### config.mk
export PLATFORM = sky130hd
export DESIGN_NAME = pq_page_mmio
export DESIGN_NICKNAME = d
export VERILOG_FILES = /design/src/rtl/pqm_pkg.sv /design/src/rtl/pqm_addr_decode.sv /design/src/rtl/pqm_pq_alu.sv /design/src/rtl/pqm_desc_store.sv /design/src/rtl/pq_page_mmio.sv
export SDC_FILE = /design/constraint.sdc
export NUM_CORES = 1
export LEC_CHECK = 0
export ABC_AREA = 0
export ABC_CLOCK_PERIOD_IN_PS = 4600
export BUFFER_PORTS_ARGS = -buffer_cell sky130_fd_sc_hd__buf_2
export CELL_PAD_IN_SITES_DETAIL_PLACEMENT = 1
export CELL_PAD_IN_SITES_GLOBAL_PLACEMENT = 1
export CORE_MARGIN = 2
export CORE_UTILIZATION = 43
export CTS_CLUSTER_SIZE = 24
export DETAILED_ROUTE_END_ITERATION = 10
export PLACE_DENSITY = 0.9
export SYNTH_ARGS = -nofsm -noshare
export SYNTH_HDL_FRONTEND = slang
export SYNTH_HIERARCHICAL = 1
export SYNTH_SLANG_ARGS = --single-unit
### constraint.sdc
create_clock -name clk -period 4.6 [get_ports clk]
set_clock_uncertainty 0.2 [all_clocks]
set_input_delay 0.69 -clock clk [delete_from_list [all_inputs] [get_ports clk]]
set_output_delay 0.69 -clock clk [all_outputs]
set_load 0.03 [all_outputs]
### src/rtl/pqm_pkg.sv
package pqm_pkg;

  typedef enum logic [2:0] {
    OP_TRIG,
    OP_EOI,
    OP_GET,
    OP_SET,
    OP_BAD
  } pq_op_e;

  localparam logic [63:0] ALL_ONES = '1;

  // returns {notify, next_state}
  function automatic logic [2:0] pq_trigger(input logic [1:0] cur);
    case (cur)
      2'b00:   return {1'b1, 2'b10};
      default: return {1'b0, 2'b11};
    endcase
  endfunction

  // returns {notify, next_state}
  function automatic logic [2:0] pq_eoi(input logic [1:0] cur);
    if (cur == 2'b11) return {1'b1, 2'b10};
    return {1'b0, 2'b00};
  endfunction

  function automatic pq_op_e pq_decode(input logic is_store, input logic [11:0] off);
    if (is_store) begin
      if (off < 12'h400) return OP_TRIG;
      if (off < 12'h800) return OP_EOI;
      return OP_BAD;
    end
    if (off < 12'h800) return OP_EOI;
    if (off < 12'hC00) return OP_GET;
    return OP_SET;
  endfunction

  function automatic logic [1:0] pq_set_value(input logic [11:0] off);
    return off[9:8];
  endfunction

endpackage

### src/rtl/pqm_addr_decode.sv
module pqm_addr_decode
  import pqm_pkg::*;
#(
  parameter int ADDR_W     = 32,
  parameter int PAGE_SHIFT = 12,
  parameter int NUM_DESC   = 4,
  parameter int IDX_W      = 2
) (
  input  logic              is_store,
  input  logic [ADDR_W-1:0] addr,
  input  logic [3:0]        size,
  output logic [IDX_W-1:0]  idx,
  output logic              odd_page,
  output pq_op_e            op,
  output logic [1:0]        set_val,
  output logic              access_ok
);
  localparam int HI_W = ADDR_W - PAGE_SHIFT - 1;

  generate
    if (PAGE_SHIFT != 12 && PAGE_SHIFT != 16) begin : bad_shift_g
      initial $error("PAGE_SHIFT must be 12 or 16");
    end
  endgenerate

  logic [HI_W-1:0] hi;

  always_comb begin
    hi        = addr[ADDR_W-1:PAGE_SHIFT+1];
    idx       = hi[IDX_W-1:0];
    odd_page  = addr[PAGE_SHIFT];
    op        = pq_decode(is_store, addr[11:0]);
    set_val   = pq_set_value(addr[11:0]);
    access_ok = (hi < HI_W'(NUM_DESC)) && (size == 4'd8);
  end
endmodule

### src/rtl/pqm_pq_alu.sv
module pqm_pq_alu
  import pqm_pkg::*;
(
  input  pq_op_e      op,
  input  logic [1:0]  set_val,
  input  logic [1:0]  cur,
  output logic [1:0]  nxt,
  output logic [63:0] result,
  output logic        notify
);
  logic [2:0] trig_r, eoi_r;

  always_comb begin
    trig_r = pq_trigger(cur);
    eoi_r  = pq_eoi(cur);
    nxt    = cur;
    result = '0;
    notify = 1'b0;
    case (op)
      OP_TRIG: begin nxt = trig_r[1:0]; notify = trig_r[2]; end
      OP_EOI:  begin nxt = eoi_r[1:0];  notify = eoi_r[2]; result = {63'd0, eoi_r[2]}; end
      OP_GET:  result = {62'd0, cur};
      OP_SET:  begin nxt = set_val; result = {62'd0, cur}; end
      default: ;
    endcase
  end
endmodule

### src/rtl/pqm_desc_store.sv
module pqm_desc_store #(
  parameter int NUM_DESC = 4,
  parameter int IDX_W    = 2
) (
  input  logic             clk,
  input  logic             rst_n,
  input  logic             cfg_we,
  input  logic [IDX_W-1:0] cfg_idx,
  input  logic             cfg_valid,
  input  logic [IDX_W-1:0] rd_idx,
  input  logic             rd_odd,
  output logic             rd_valid,
  output logic [1:0]       rd_pq,
  input  logic             wr_en,
  input  logic [IDX_W-1:0] wr_idx,
  input  logic             wr_odd,
  input  logic [1:0]       wr_pq
);
  logic [NUM_DESC-1:0]      valid_flat;
  logic [NUM_DESC-1:0][1:0] pq_n_flat;
  logic [NUM_DESC-1:0][1:0] pq_e_flat;

  for (genvar g = 0; g < NUM_DESC; g++) begin : desc_g
    logic       vld_q;
    logic [1:0] n_q, e_q;
    always_ff @(posedge clk or negedge rst_n) begin
      if (!rst_n) begin
        vld_q <= 1'b0;
        n_q   <= 2'b00;
        e_q   <= 2'b00;
      end else begin
        if (cfg_we && cfg_idx == IDX_W'(g)) vld_q <= cfg_valid;
        if (wr_en && wr_idx == IDX_W'(g)) begin
          if (wr_odd) e_q <= wr_pq;
          else        n_q <= wr_pq;
        end
      end
    end
    assign valid_flat[g] = vld_q;
    assign pq_n_flat[g]  = n_q;
    assign pq_e_flat[g]  = e_q;
  end

  assign rd_valid = valid_flat[rd_idx];
  assign rd_pq    = rd_odd ? pq_e_flat[rd_idx] : pq_n_flat[rd_idx];


  pq_hold_chk: assert property (@(posedge clk) disable iff (!rst_n)
    !wr_en |=> ($stable(pq_n_flat) && $stable(pq_e_flat)));


  pq_cfg_keep_chk: assert property (@(posedge clk) disable iff (!rst_n)
    (cfg_we && !wr_en) |=> ($stable(pq_n_flat) && $stable(pq_e_flat)));
endmodule

### src/rtl/pq_page_mmio.sv
module pq_page_mmio
  import pqm_pkg::*;
#(
  parameter int ADDR_W     = 32,
  parameter int PAGE_SHIFT = 12,
  parameter int NUM_DESC   = 4,
  localparam int IDX_W     = (NUM_DESC > 1) ? $clog2(NUM_DESC) : 1
) (
  input  logic              clk,
  input  logic              rst_n,
  input  logic              req_valid,
  output logic              req_ready,
  input  logic              req_write,
  input  logic [ADDR_W-1:0] req_addr,
  input  logic [3:0]        req_size,
  output logic              rsp_valid,
  output logic [63:0]       rsp_data,
  output logic              notify_o,
  input  logic              cfg_we,
  input  logic [IDX_W-1:0]  cfg_idx,
  input  logic              cfg_valid
);
  // decoded request
  logic [IDX_W-1:0] dec_idx;
  logic             dec_odd, dec_ok;
  pq_op_e           dec_op;
  logic [1:0]       dec_setv;

  // captured request (first cycle of the RMW)
  logic             busy_q, st_wr, st_odd, st_ok;
  logic [IDX_W-1:0] st_idx;
  pq_op_e           st_op;
  logic [1:0]       st_setv;

  // RMW internals, named for the checks
  logic             accept, rd_valid, desc_ok, wb_en, alu_notify;
  logic [1:0]       rd_pq, alu_pq;
  logic [63:0]      alu_res;

  logic             rsp_valid_q, notify_q;
  logic [63:0]      rsp_data_q;

  pqm_addr_decode #(
    .ADDR_W(ADDR_W), .PAGE_SHIFT(PAGE_SHIFT), .NUM_DESC(NUM_DESC), .IDX_W(IDX_W)
  ) dec_i (
    .is_store(req_write), .addr(req_addr), .size(req_size),
    .idx(dec_idx), .odd_page(dec_odd), .op(dec_op), .set_val(dec_setv), .access_ok(dec_ok)
  );

  assign req_ready = !busy_q;
  assign accept    = req_valid && req_ready;

  always_ff @(posedge clk or negedge rst_n) begin
    if (!rst_n) begin
      busy_q  <= 1'b0;
      st_wr   <= 1'b0;
      st_odd  <= 1'b0;
      st_ok   <= 1'b0;
      st_idx  <= '0;
      st_op   <= OP_BAD;
      st_setv <= 2'b00;
    end else if (accept) begin
      busy_q  <= 1'b1;
      st_wr   <= req_write;
      st_odd  <= dec_odd;
      st_ok   <= dec_ok;
      st_idx  <= dec_idx;
      st_op   <= dec_op;
      st_setv <= dec_setv;
    end else begin
      busy_q  <= 1'b0;
    end
  end

  pqm_desc_store #(.NUM_DESC(NUM_DESC), .IDX_W(IDX_W)) store_i (
    .clk(clk), .rst_n(rst_n),
    .cfg_we(cfg_we), .cfg_idx(cfg_idx), .cfg_valid(cfg_valid),
    .rd_idx(st_idx), .rd_odd(st_odd), .rd_valid(rd_valid), .rd_pq(rd_pq),
    .wr_en(wb_en), .wr_idx(st_idx), .wr_odd(st_odd), .wr_pq(alu_pq)
  );

  pqm_pq_alu alu_i (
    .op(st_op), .set_val(st_setv), .cur(rd_pq),
    .nxt(alu_pq), .result(alu_res), .notify(alu_notify)
  );

  assign desc_ok = st_ok && rd_valid && (st_op != OP_BAD);
  assign wb_en   = busy_q && desc_ok && (alu_pq != rd_pq);

  always_ff @(posedge clk or negedge rst_n) begin
    if (!rst_n) begin
      rsp_valid_q <= 1'b0;
      rsp_data_q  <= '0;
      notify_q    <= 1'b0;
    end else begin
      rsp_valid_q <= busy_q && !st_wr;
      rsp_data_q  <= desc_ok ? alu_res : ALL_ONES;
      notify_q    <= busy_q && desc_ok && alu_notify;
    end
  end

  assign rsp_valid = rsp_valid_q;
  assign rsp_data  = rsp_data_q;
  assign notify_o  = notify_q;


  busy_after_accept_chk: assert property (@(posedge clk) disable iff (!rst_n)
    accept |=> !req_ready);


  load_rsp_slot_chk: assert property (@(posedge clk) disable iff (!rst_n)
    (accept && !req_write) |-> ##2 rsp_valid);


  store_no_rsp_chk: assert property (@(posedge clk) disable iff (!rst_n)
    (accept && req_write) |-> ##2 !rsp_valid);


  reject_all_ones_chk: assert property (@(posedge clk) disable iff (!rst_n)
    (busy_q && !st_wr && !(st_ok && rd_valid)) |=> (rsp_data == ALL_ONES));


  notify_source_chk: assert property (@(posedge clk) disable iff (!rst_n)
    notify_o |-> (st_op == OP_TRIG || st_op == OP_EOI));


  notify_pulse_chk: assert property (@(posedge clk) disable iff (!rst_n)
    notify_o |=> !notify_o);
endmodule

* Word-level counts from Yosys, hierarchy flattened
Cells that the tools add are included.
** Storage, ports and cells
- Flip-flop bits (word level) :: 97
- Input port bits :: 44
- Logic and storage cells :: 108
** Operators by class
- Order comparisons :: 5
- Equal/unequal tests :: 13
- Muxes and demuxes :: 36
- Bitwise operators :: 1
- Reduce and logical (&&, ||, !) cells :: 31
** Operators by type and width (number)
- 2-to-1 mux 64 bit :: 1
- 2-to-1 mux 3 bit :: 13
- less-than comparator 12 bit, second input constant :: 2
- less-than comparator 19 x 3 -> 1 bit, second input constant :: 1
- logical AND 1 bit :: 16
- AND reduction 2 bit :: 8
- 2-to-1 mux 1 bit :: 13
- less-than comparator 12 x 11 -> 1 bit, second input constant :: 1
- equality test 2 bit, second input constant :: 5
- binary-select mux 2 bit (select 2 bit) :: 2
- equality test 3 x 2 -> 1 bit, second input constant :: 2
- zero test 2 bit :: 3
- 2-to-1 mux 2 bit :: 3
- case mux 2 bit (3 select lines) :: 1
- equality test 2 x 1 -> 1 bit, second input constant :: 2
- equality test 4 bit, second input constant :: 1
- case mux 2 bit (2 select lines) :: 1
- equality test 3 x 1 -> 1 bit, second input constant :: 1
- zero test 3 bit :: 1
- less-than comparator 2 x 3 -> 1 bit, second input constant :: 1
- inequality test 3 bit, second input constant :: 1
- binary-select mux 1 bit (select 2 bit) :: 1
- zero test 1 bit :: 2
- inequality test 2 bit :: 1
- 3 further kinds :: 3

* Logic depth before layout (Yosys ltp)
- Word-level depth :: 13
- Gate-level depth with buffers :: 11
- Mapped depth without buffers :: 10

* Modules after synthesis
The synthesis kept the hierarchy.
** Modules (own cells, without submodules)
- pq_page_mmio :: times used 1, cells each 170, area each 2581.2 um^2, sequential area each 1928.1 um^2
- pqm_desc_store :: times used 1, cells each 60, area each 997.2 um^2, sequential area each 500.5 um^2
- pqm_pq_alu :: times used 1, cells each 81, area each 575.6 um^2, sequential area each 0.0 um^2
- pqm_addr_decode :: times used 1, cells each 18, area each 117.6 um^2, sequential area each 0.0 um^2

* Worst setup path after synthesis
No wires, ideal clock.
- Kind :: flip-flop to flip-flop
- Start :: register st_idx[0]
- End :: register store_i.desc_g[0].n_q[0]
- Arrival :: 3.145 ns
- Data required time :: 4.275 ns
- Path slack :: 1.131 ns
- Stages on the path, launching flop included :: 12
- Clock period less this slack :: 3.469 ns
- Cells stage by stage :: dfrtp_1 -> buf_6 -> mux4_1 -> mux2_2 -> nor3b_1 -> a31oi_1 -> o21ai_0 -> xnor2_1 -> nand2_1 -> and3_1 -> nor4b_1 -> mux2_2
** On the way
- Longest elaborated chain between the ends :: 11
- Elaborated cells on any way between the ends :: 21
- Those cells by class :: 2 x eq/ne; 11 x mux; 8 x reduce/logical
** RTL lines
- from (decl) :: RTL line pq_page_mmio.sv:31 : logic [IDX_W-1:0] st_idx;
- from (signal assigned) :: RTL line pq_page_mmio.sv:67 : st_idx <= dec_idx;
- binary-select mux 2 bit (select 2 bit) :: RTL line pqm_desc_store.sv:45 : assign rd_pq = rd_odd ? pq_e_flat[rd_idx] : pq_n_flat[rd_idx];
- 2-to-1 mux 2 bit (not written as such) :: RTL line pqm_desc_store.sv:45
- 2-to-1 mux 2 bit * :: RTL line pqm_desc_store.sv:45
- via rd_pq[1] :: RTL line pq_page_mmio.sv:37 : logic [1:0] rd_pq, alu_pq;
- equality test 2 bit :: RTL line pqm_pkg.sv:23 : if (cur == 2'b11) return {1'b1, 2'b10};
- 2-to-1 mux 1 bit :: RTL line pqm_pkg.sv:23
- 2-to-1 mux 3 bit :: RTL line pqm_pkg.sv:24 : return {1'b0, 2'b00};
- case mux 2 bit (3 select lines) * :: RTL line pqm_pq_alu.sv:19 : case (op)
- via alu_pq[0] :: RTL line pq_page_mmio.sv:37
- inequality test 2 bit * :: RTL line pq_page_mmio.sv:88 : assign wb_en = busy_q && desc_ok && (alu_pq != rd_pq);
- logical AND 1 bit * :: RTL line pq_page_mmio.sv:88
- via wb_en :: RTL line pq_page_mmio.sv:36 : logic accept, rd_valid, desc_ok, wb_en, alu_notify;
- logical AND 1 bit * :: RTL line pqm_desc_store.sv:33 : if (wr_en && wr_idx == IDX_W'(g)) begin
- AND reduction 2 bit (no source line) *
- to (signal assigned) :: RTL line pqm_desc_store.sv:35 : else n_q <= wr_pq;
- to (decl) :: RTL line pqm_desc_store.sv:25 : logic [1:0] n_q, e_q;
The timed path passes the listed nets; every way through them passes the cells marked *. The select of a mux whose other input is x is not followed.
A chain may end at the register's enable or synchronous reset.

* Final worst setup path
- Start :: register st_idx[0]
- End :: register store_i.desc_g[0].n_q[0]
** On the way
- Longest elaborated chain between the ends :: 11
- Elaborated cells on any way between the ends :: 21
- Those cells by class :: 2 x eq/ne; 11 x mux; 8 x reduce/logical
** RTL lines (RTL line)
- binary-select mux 2 bit (select 2 bit) :: pqm_desc_store.sv:45
- 2-to-1 mux 2 bit (not written as such) :: pqm_desc_store.sv:45
- 2-to-1 mux 2 bit * :: pqm_desc_store.sv:45
- via rd_pq[0] :: pq_page_mmio.sv:37
- equality test 2 bit * :: pqm_pkg.sv:23
- 2-to-1 mux 1 bit * :: pqm_pkg.sv:23
- 2-to-1 mux 3 bit * :: pqm_pkg.sv:24
- case mux 2 bit (3 select lines) * :: pqm_pq_alu.sv:19
- via alu_pq[1] :: pq_page_mmio.sv:37
- inequality test 2 bit * :: pq_page_mmio.sv:88
- logical AND 1 bit * :: pq_page_mmio.sv:88
- via wb_en :: pq_page_mmio.sv:36
- logical AND 1 bit * :: pqm_desc_store.sv:33
- AND reduction 2 bit (no source line) *
Marked as above.

==> key figures <==
Outcome
  – Run status: completed

Clocking
  – TritonCTS clock tree: done
  – Clock Root Buffer: sky130_fd_sc_hd__clkbuf_8
  – Post-CTS Hold Fix Bufs: 0
  – CTS HTree Levels: 3
  – Clock buffer depth: 2
  – Post-CTS setup buffer count: 0
  – Clock sink total: 97
  – PostCTS Resize Cnt: 0
  – Clock transition at the registers of the reported paths: 0.09 ns
  – Worst-skew pair later-pin latency: 0.35 ns
  – Inserted Clock Buffers: 9

STA
  – Hold Violations, Final: 0
  – Setup-failing EPs final: 0
  – Crit share post-route: 0.911
  – Unrepaired setup endpoints after global routing: no
  – Pins over their slew limit: 0
  – Worst setup slack after layout: 0.411 ns
  – Fmax: 239 MHz
  – Final worst path period need: 4.19 ns
  – Post-route setup TNS: 0 ns
  – Slew at the pin with the worst max-slew slack: 1.02 ns
  – Worst-case headroom to the max-slew limit: 0.310

Worst hold path
  – Worst hold-check path type: input port to asynchronous set/reset pin

Setup path
  – Worst setup EP type: flop
  – R2r endpoint: store_i/desc_g[0].n_q[0]
  – Worst-path fanout max: 14
  – Buffers and inverters on the worst path: 0
  – Kind of start point of the critical path: flop
  – Biggest cell delay along the critical path: 0.65 ns
  – Slowest cell on crit path: sky130_fd_sc_hd__dfrtp_1
  – Critical path cell sequence: mux4_1 > mux2_2 > nor2b_1 > o21ai_0 > o21ai_0 > xnor2_1 > nand2_1 > and3_1 > nor4b_1 > mux2_2
  – CP Data Required Time: 4.64 ns
  – Crit Path Category: flop to flop
  – Reg2Reg Launch Point: st_idx[0]
  – Register-to-Register Path Depth: 10
  – Setup slack, reg-to-reg: 0.41 ns
  – Gate family responsible for the most delay along the worst path: multiplexers
  – Worst endpoint data arrival time: 4.22 ns

Yosys
  – Total standard cell area after synthesis: 4270 um2
  – Top-area cell type share of the netlist area: 0.562
  – Dominant cell by count in the synthesized netlist: sky130_fd_sc_hd__dfrtp_1
  – Share of async-settable or async-resettable flops after synthesis: 1.00
  – Post-synth EDFFs: 0
  – Sequential fraction of the synthesis area: 0.569
  – Average instance area after synthesis: 13.0 um2
  – Warning count from the yosys run: 6
  – Gate count of the mapped netlist: 329
  – Register bit count reported by yosys: 97
  – Cell accounting for the most synthesized area: sky130_fd_sc_hd__dfrtp_1
  – Top area cells in the synthesized netlist: sky130_fd_sc_hd__dfrtp_1, sky130_fd_sc_hd__buf_4, sky130_fd_sc_hd__nand2b_1, sky130_fd_sc_hd__mux2_2, sky130_fd_sc_hd__mux4_1
  – Top flip-flop cell by instance count after synthesis: sky130_fd_sc_hd__dfrtp_1
  – Top cell types by occurrence after synthesis: sky130_fd_sc_hd__dfrtp_1, sky130_fd_sc_hd__buf_4, sky130_fd_sc_hd__nand2b_1
  – Synth cell types: 35

Global routing
  – First-pass GRT wire length: 13600 um
  – Total grt overflow: 0
  – Via count of the first global-routing pass: 2797
  – Total global routing track utilization: 0.161
  – Number of antenna violations at the first check in global routing: 0
  – Maximum number of pins on one net before global-route repair: 66

Power and ir drop
  – Total power of the final layout: 1.59 mW
  – Static leakage: 1.98 nW
  – Ratio of total power to cell area: 330 nW/um2
  – Worst vdd ir: 0.183 mV

Layout
  – Share of final-layout standard cells stronger than drive strength 1: 0.365
  – Synthesis-to-finish area growth: 12.8%
  – Final Net Count: 472
  – N_diodes: 0
  – Share of the core filled with cells: 0.495

Route
  – Total number of vias: 2476
  – Routed WL per cell: 14.3 um
  – DRC violations left: 0
  – First-pass DRT Iterations: 4
  – Vias per cell: 4.37
  – Total routed wirelength: 8080 um
  – Iteration-0 DRC Markers: 81
  – Post-route ant nets: 0

Floorplanning
  – Row cnt: 36
  – Core Region: 9730 um2
  – Chip height: 104 um
  – Die width: 104 um
  – Starting utilization of the core area: 0.439
  – I/O pin count: 111
  – Area of the die: 10700 um2

Place
  – Buffers added on ports: 102
  – Worst slack after detailed placement: 0.510 ns
  – Final weighted congestion in routability-driven placement: 0.785
  – HPWL Detailed: 5570 um

Job
  – Count of maximum capacitance violations: 0
-- cells by family after synthesis --
group | share of synthesized area
DFF | 0.569
and+or+nand+nor | 0.155
muxes | 0.115
xor gates and xnor gates | 0.00410
adders and majority gates | 0.00234
AOI/OAI and AO/OA | 0.0129
buffers and inverters | 0.141
other | 0.000878
-- registers in the layout (all words and copies together), names as in the netlist --
register,cells
st_wr,1
st_idx,2
store_i/desc_g.e_q,8
notify_o,1
store_i/desc_g.n_q,8
st_setv,2
st_op,3
st_ok,1
rsp_data,64
store_i/desc_g.vld_q,4
rsp_valid,1
st_odd,1
busy_q,1
-- metal layers --
layer  part of all wire  track usage  wire length [um]
met2               0.55        0.289              4410
met3              0.049       0.0566               394
met4              0.025       0.0627               203
met5                  0            0                 0
met1               0.38        0.174              3070
-- report_power, final --
| group | total, mW | switching [mW] | internal [mW] | leakage, nW |
|---|---|---|---|---|
| Sequential | 0.905 | 0.0333 | 0.872 | 0.990 |
| Clock | 0.573 | 0.277 | 0.296 | 0.107 |
| Combinational | 0.113 | 0.0556 | 0.0576 | 0.886 |
| Total | 1.59 | 0.366 | 1.23 | 1.98 |
-- final cells by class --
cell class / count / area [um2]
fillers: 1119 / 4910
flip-flops and latches: 97 / 2430
multi-input cells: 213 / 1480
repair buffers: 104 / 528
clock buffers: 14 / 173
well taps: 133 / 166
clock inverters: 2 / 35.0
inverters: 3 / 11.3
-- layout by cell type (no fill, tap or decap), types with 2 or more instances in the layout --
master and count:
sky130_fd_sc_hd__and3_1 2, sky130_fd_sc_hd__and4bb_2 3, sky130_fd_sc_hd__buf_2 101, sky130_fd_sc_hd__buf_4 3, sky130_fd_sc_hd__clkbuf_1 2, sky130_fd_sc_hd__clkbuf_8 12
sky130_fd_sc_hd__conb_1 62, sky130_fd_sc_hd__dfrtp_1 96, sky130_fd_sc_hd__inv_1 3, sky130_fd_sc_hd__mux2_2 32, sky130_fd_sc_hd__mux4_1 5, sky130_fd_sc_hd__nand2_1 4
sky130_fd_sc_hd__nand2b_1 66, sky130_fd_sc_hd__nand3_1 3, sky130_fd_sc_hd__nand3b_1 2, sky130_fd_sc_hd__nand4_1 2, sky130_fd_sc_hd__nand4b_1 3, sky130_fd_sc_hd__nor2_1 6
sky130_fd_sc_hd__nor3b_1 3, sky130_fd_sc_hd__nor4_1 3, sky130_fd_sc_hd__o21ai_0 3, sky130_fd_sc_hd__xnor2_1 2
-- how the worst max path moves through the flow --
stage	from	endpoint	slack [ns]	cells past startpoint
floorplan	st_idx[0]	store_i/desc_g[0].n_q[0]	1.13	11
global placement	st_idx[0]	store_i/desc_g[0].n_q[1]	0.66	10
detailed placement	st_idx[0]	store_i/desc_g[0].n_q[0]	0.51	10
CTS	st_idx[0]	store_i/desc_g[0].n_q[0]	0.35	10
global route	st_idx[0]	store_i/desc_g[0].n_q[0]	0.11	10
finish	st_idx[0]	store_i/desc_g[0].n_q[0]	0.41	10
-- metrics by stage --
stage / cell area (um2) / cells / hold WS [ns]
floorplan: 4500 / 390 / 0.193
global placement: 4610 / 550 / 0.206
detailed placement: 4610 / 550 / 0.215
CTS: 4820 / 566 / 0.174
global route: 4820 / 566 / 0.188
finish: 4820 / 566 / 0.163
No activity file was read; power rests on OpenSTA's default activity.
